## src/rtl/adc_scan_seq.sv

```systemverilog
module adc_scan_seq #(
  parameter int ENTRIES = 8,
  parameter int HALF_W  = 12,
  parameter int SEL_W   = 4
) (
  input  logic                clk,
  input  logic                rst_n,
  input  logic                tick,
  input  logic [$clog2(ENTRIES):0] host_addr,
  input  logic                host_we,
  input  logic [2*HALF_W-1:0] host_wdata,
  output logic [2*HALF_W-1:0] host_rdata,
  output logic [2*HALF_W-1:0] conv_wdata,
  output logic                conv_wstb,
  input  logic [2*HALF_W-1:0] conv_rdata
);
  localparam int WORD_W = 2 * HALF_W;
  localparam int IDX_W  = $clog2(ENTRIES);
  localparam int PAD_W  = HALF_W - SEL_W;
  localparam logic [IDX_W-1:0] LAST = IDX_W'(ENTRIES - 1);

  logic [SEL_W-1:0]  sel_lo  [ENTRIES];
  logic [SEL_W-1:0]  sel_hi  [ENTRIES];
  logic [WORD_W-1:0] res_mem [ENTRIES];
  logic [IDX_W-1:0]  ptr;
  logic              started;

  wire [IDX_W-1:0] nxt   = !started ? '0 : (ptr == LAST) ? '0 : ptr + IDX_W'(1);
  wire [IDX_W-1:0] h_idx = host_addr[IDX_W-1:0];
  wire             h_res = host_addr[IDX_W];

  function automatic logic [WORD_W-1:0] cfg_word(input logic [SEL_W-1:0] hi,
                                                 input logic [SEL_W-1:0] lo);
    return {{PAD_W{1'b0}}, hi, {PAD_W{1'b0}}, lo};
  endfunction

  always_ff @(posedge clk) begin
    if (!rst_n) begin
      for (int i = 0; i < ENTRIES; i++) begin
        sel_lo[i]  <= '0;
        sel_hi[i]  <= '0;
        res_mem[i] <= '0;
      end
    end else begin
      if (host_we && !h_res) begin
        sel_lo[h_idx] <= host_wdata[SEL_W-1:0];
        sel_hi[h_idx] <= host_wdata[HALF_W+SEL_W-1:HALF_W];
      end
      if (tick && started)
        res_mem[ptr] <= conv_rdata;
    end
  end

  always_ff @(posedge clk) begin
    if (!rst_n) begin
      ptr        <= '0;
      started    <= 1'b0;
      conv_wdata <= '0;
      conv_wstb  <= 1'b0;
    end else begin
      conv_wstb <= tick;
      if (tick) begin
        ptr        <= nxt;
        started    <= 1'b1;
        conv_wdata <= cfg_word(sel_hi[nxt], sel_lo[nxt]);
      end
    end
  end

  always_ff @(posedge clk) begin
    if (!rst_n) host_rdata <= '0;
    else        host_rdata <= h_res ? res_mem[h_idx] : cfg_word(sel_hi[h_idx], sel_lo[h_idx]);
  end
endmodule


```

## config.mk

```make
export PLATFORM = sky130hd
export DESIGN_NAME = adc_scan_seq
export DESIGN_NICKNAME = d
export VERILOG_FILES = /design/src/rtl/adc_scan_seq.sv
export SDC_FILE = /design/constraint.sdc
export NUM_CORES = 1
export LEC_CHECK = 0
export ABC_AREA = 0
export BUFFER_PORTS_ARGS = -buffer_cell sky130_fd_sc_hd__buf_2
export CAP_MARGIN = 40
export CORE_MARGIN = 3
export CORE_UTILIZATION = 54
export CTS_CLUSTER_SIZE = 16
export DETAILED_ROUTE_END_ITERATION = 6
export PLACE_DENSITY = 0.81
export SKIP_CTS_REPAIR_TIMING = 1
export SYNTH_ARGS = -nofsm -noshare
export SYNTH_HDL_FRONTEND = slang
export SYNTH_SLANG_ARGS = --single-unit
```

## constraint.sdc

```tcl
create_clock -name clk -period 3.45 [get_ports clk]
set_input_delay 0.69 -clock clk [delete_from_list [all_inputs] [get_ports clk]]
set_output_delay 0.69 -clock clk [all_outputs]
set_load 0.005 [all_outputs]
```

# After elaboration in Yosys (flattened, before gate mapping)
# Memory sizes are Yosys's and may differ from the RTL's. A register that Yosys moved wholly into a read port is not among the register bits.
# Cells that the tools add are included.
dict set report op_classes {
  n_addsub 1
  eq_ne 1
  muxes 19
  n_reduce_logical 9
}
# operator n
set ops {}
lappend ops {{24-bit two-way mux} 1}
lappend ops {{24-bit OR reduction} 1}
lappend ops {{16-bit two-way mux} 1}
lappend ops {{3-bit two-way mux} 5}
lappend ops {{1-bit two-way mux} 10}
lappend ops {{4-bit two-way mux} 2}
lappend ops {{4-bit OR reduction} 2}
lappend ops {{3-bit by 1-bit adder with 3-bit output, second input constant} 1}
lappend ops {{3-bit == test, second input constant} 1}
lappend ops {{1-bit logical NOT} 3}
lappend ops {{1-bit logical AND} 2}
lappend ops {{2-bit AND reduction} 1}
dict set report totals {
  register_bits 29
  ramBits 256
  input_bits 56
  out_inout_bits 49
  memories 3
}
# memory depth word_bits rd rd_ports_with_merged_regs wr line_no
set mem_list {}
lappend mem_list {res_mem 8 24 1 0 8 24} ;# logic [WORD_W-1:0] res_mem [ENTRIES];
lappend mem_list {sel_hi 8 4 2 1 8 23} ;# logic [SEL_W-1:0] sel_hi [ENTRIES];
lappend mem_list {sel_lo 8 4 2 1 8 22} ;# logic [SEL_W-1:0] sel_lo [ENTRIES];

# Longest topological paths before layout
dict set report logic_depth {
  word_depth 7
  ltp_mapped 8
  mapped_depth_nobuf 6
}

# Least setup slack after synthesis
# Ideal clock, no wire load.
dict set report synth_timing {
  path_type {input to register}
  startpoint {in rst_n}
  endpoint {mem res_mem[4][0] (netlist bit) (enable)}
  arrival_ns 2.969
  required_time_ns 3.012
  setup_slack_ns 0.043
  cell_stages 4
  n_path_buf 1
  path_cell_list {buf_2 and3_1 nand2b_1 o21ai_0}
}
# item line_no
set synth_rtl {}
lappend synth_rtl {{from (decl)} 7} ;# input logic rst_n,
lappend synth_rtl {{to (decl)} 24}

# Final worst setup path
dict set report layout_timing {
  startpoint {reg ptr[1]}
  endpoint {reg conv_wdata[2] (read register of sel_lo)}
}
dict set report layout_between {
  elab_chain_len 3
  elab_cells_between_ends 4
  classes_between {1 x add/sub; 1 x eq/ne; 2 x mux}
}
# item line_no
set layout_rtl {}
lappend layout_rtl {{from (decl)} 25} ;# logic [IDX_W-1:0] ptr;
lappend layout_rtl {{from (signal assigned)} 63} ;# ptr <= nxt;
lappend layout_rtl {{3-bit by 1-bit adder with 3-bit output / 3-bit == test (equally long branches)} 28} ;# wire [IDX_W-1:0] nxt = !started ? '0 : (ptr == LAST) ? '0 : ptr + IDX_W'(1);
lappend layout_rtl {{3-bit two-way mux * (2 in a row)} 28}
lappend layout_rtl {{to (decl)} 13} ;# output logic [2*HALF_W-1:0] conv_wdata,
# Every way passes the cells marked *; elsewhere a longest branch is shown, timed or not.
# A chain may end at the register's enable or synchronous reset.

==> results.md <==
- Highest Clock Rate: 397 MHz
- Placement Setup Slack: 0.685 ns
- Grt ovf: 0
- Global-route usage over all layers: 23.7%
- Hold Vio Cnt, Final: 0
- Syn-to-layout area delta: 14.1%
- Internal power: 6.15 mW
- CP peak stage delay: 0.48 ns
- Layout cell share with drive strength beyond 1: 23.2%
- Commonest cells after routing, fill and taps aside: and2_1, edfxtp_1, buf_2, mux4_2
- Core Area: 23800 um^2
- ANT cells: 0
- Crit path max-delay family: adder cells
- Unrepaired setup endpoints after global routing: no
- CTS root buf: clkbuf_16
- Most common cell after layout, fill and taps aside: and2_1
- Sink Count: 293
- DRC violations left: 0
- Endpoints failing setup: 0
- Sw power: 1.70 mW
- Total power: 7.84 mW
- Horiz. Die Dim: 163 um
- Min cycle time layout: 2.52 ns
- DRT antenna net count: 0
- IO Port Bufs: 72
- Mapped cell area: 13300 um^2
- Layout Cells excl Fill: 1316
- Detailed Route WL: 30.7 mm
- Leak: 5.74 nW
- Clk network pwr share: 41.0%
- Critical path class: flop to flop
- Bufs on Longest Clock Path: 3
- Clock skew: 0.0109 ns
- Outcome: complete, no violations
- Register area share after synthesis: 63.6%
- Initial DRT Pass Iterations: 5
- H-tree Lvls: 1
- Initial Utilization: 55.7%
- Max_slew headroom: 38.2%
- CP Capture Type: flop
- Wire per inst: 23.3 um
- First-pass GRT wire length: 47.5 mm
- Fin Hold WS: 0.437 ns
- CTS tree: built
- Post-synth EDFFs: 256
- Avg Synthesized Cell Area: 14.9 um^2
- Final Max Tran Viols: 0
- Worst Tran Pin Value: 0.920 ns
- Sequential cell area: 8430 um^2
- IO Pins: 105
- Largest net degree at the start of global routing: 52
- Drt initial violations: 872
- Detail Placement HPWL: 19.8 mm
- Die area: 26500 um^2
- Pwr/cell area: 518 nW/um^2
- CP bufs+invs: 1
- DP Cell Count: 1263
- Nets: 1033
- Routability Congestion: 0.811
- Peak supply drop: 0.313 mV
- Fillers: 1672
- Max-Cap Viols: 0
- Syn. warnings: 0
- Setup slack after layout: 0.932 ns
- Num rows: 56
- Worst-path cell chain: ha_1 > ha_1 > or2_1 > buf_4 > mux2i_1 > mux2i_1 > a221o_1
- Ys async rst share: 0%
- Main synth FF type: edfxtp_1
- Vias: 7894
- Sw Share: 21.7%
- Vias in the first global route: 8267
- Logic pwr share: 7.1%
- Req. time, crit path: 3.88 ns
- Register share of total power: 51.8%
- CP max FO: 11
- Clock transition at path regs: 0.06 ns
- Clock buffer count from CTS: 29
- Via density: 6.00
- Worst min-delay path class: input port to flop
- Crit path arrival time: 2.95 ns
- Post-Route Setup TNS: 0 ns
- Yosys cell types: 41
- FF+latch count, synth: 293
- Die extent in y: 163 um
- CP max stage cell: dfxtp_1
- Area of the multi-input gates: 4510 um^2
- Fin crit share: 73.0%
- Post-Synthesis Cells: 888
- Antenna violations before repair: 2
- Worst-Skew Late Latency: 0.56 ns
- CP Launch Type: flop
==> logic make-up (layout without fill, tap and decap cells) <==
logic type,count (synthesis),in the layout,share of synthesized area (%)
and+or+nand+nor,349,349,15.6
DFF,293,293,63.6
muxes,104,104,13.9
buffers and inverters,72,166,3.08
AOI/OAI and AO/OA,67,67,3.67
adders and majority gates,2,2,0.189
other,1,16,0.0283
==> cell usage after synthesis, types with 2 or more instances <==
library cell	count	area share [%]
nor2b_1	5	0.24
mux2i_1	37	2.8
nand2b_1	11	0.52
nor3b_1	8	0.45
o221ai_1	4	0.26
buf_4	22	1.2
a211oi_1	8	0.45
dfxtp_1	37	5.6
nor3_2	2	0.15
a221o_1	7	0.53
nor2_1	33	0.93
nor3_1	2	0.075
nand4_1	2	0.094
mux2_2	3	0.25
o21a_1	4	0.23
nand2_1	21	0.59
a22oi_1	18	1.0
edfxtp_1	256	58
inv_1	6	0.17
buf_2	17	0.64
mux4_2	64	11
clkbuf_1	22	0.62
a31oi_1	2	0.094
ha_1	2	0.19
buf_6	3	0.25
and2_1	261	12
o21ai_0	17	0.64
==> per-stage QoR <==
| stage | area [um^2] | utilization, % |
|---|---|---|
| after global routing | 15100 | 63.5 |
| after global placement | 14100 | 59.3 |
| after CTS | 15100 | 63.5 |
| after floorplan | 13300 | - |
| after detailed placement | 14100 | 59.4 |
| final | 15100 | 63.5 |
==> power groups by stage <==
stage,combinational (mW),clock (mW),sequential (mW)
2_1_floorplan,0.352,0,4.12
3_3_place_gp,0.541,0,4.13
3_5_place_dp,0.557,0,4.14
4_1_cts,0.561,3.25,4.07
5_1_grt,0.601,3.41,4.08
6_report,0.559,3.22,4.07
==> registers in the layout (all words and copies together) (netlist names) <==
| register | flops |
|---|---|
| conv_wdata | 8 |
| started | 1 |
| host_rdata | 24 |
| sel_lo | 32 |
| res_mem | 192 |
| sel_hi | 32 |
| conv_wstb | 1 |
| ptr | 3 |
==> routing by layer <==
layer | vias up | part of all wire [%] | wire [um] | GRT usage, %
li1 | 3433 | - | - | -
met1 | 3971 | 39 | 11900 | 31.9
met2 | 408 | 49 | 15200 | 39.1
met3 | 78 | 8.6 | 2640 | 4.55
met4 | 4 | 3.3 | 1000 | 8.65
met5 | - | 0.068 | 21 | 0
==> cell type report <==
class,count,area share (%)
Clock buffer,39,5.44
Clock inverter,14,1.07
Inverter,6,0.149
Multi-Input combinational cell,538,29.8
Sequential cell,293,55.7
Tap cell,319,2.64
Timing Repair Buffer,107,5.19
==> final timing paths <==
path | from | cells past startpoint | slack [ns] | end
hold reg to reg | conv_wdata[14] | 2 | 0.50 | conv_wdata[14]
setup / recovery | ptr[1] | 7 | 0.93 | conv_wdata[2]
setup reg to reg | ptr[1] | 7 | 0.93 | conv_wdata[2]
hold / removal | tick | 2 | 0.44 | started
(Power assumes the default switching activity.)
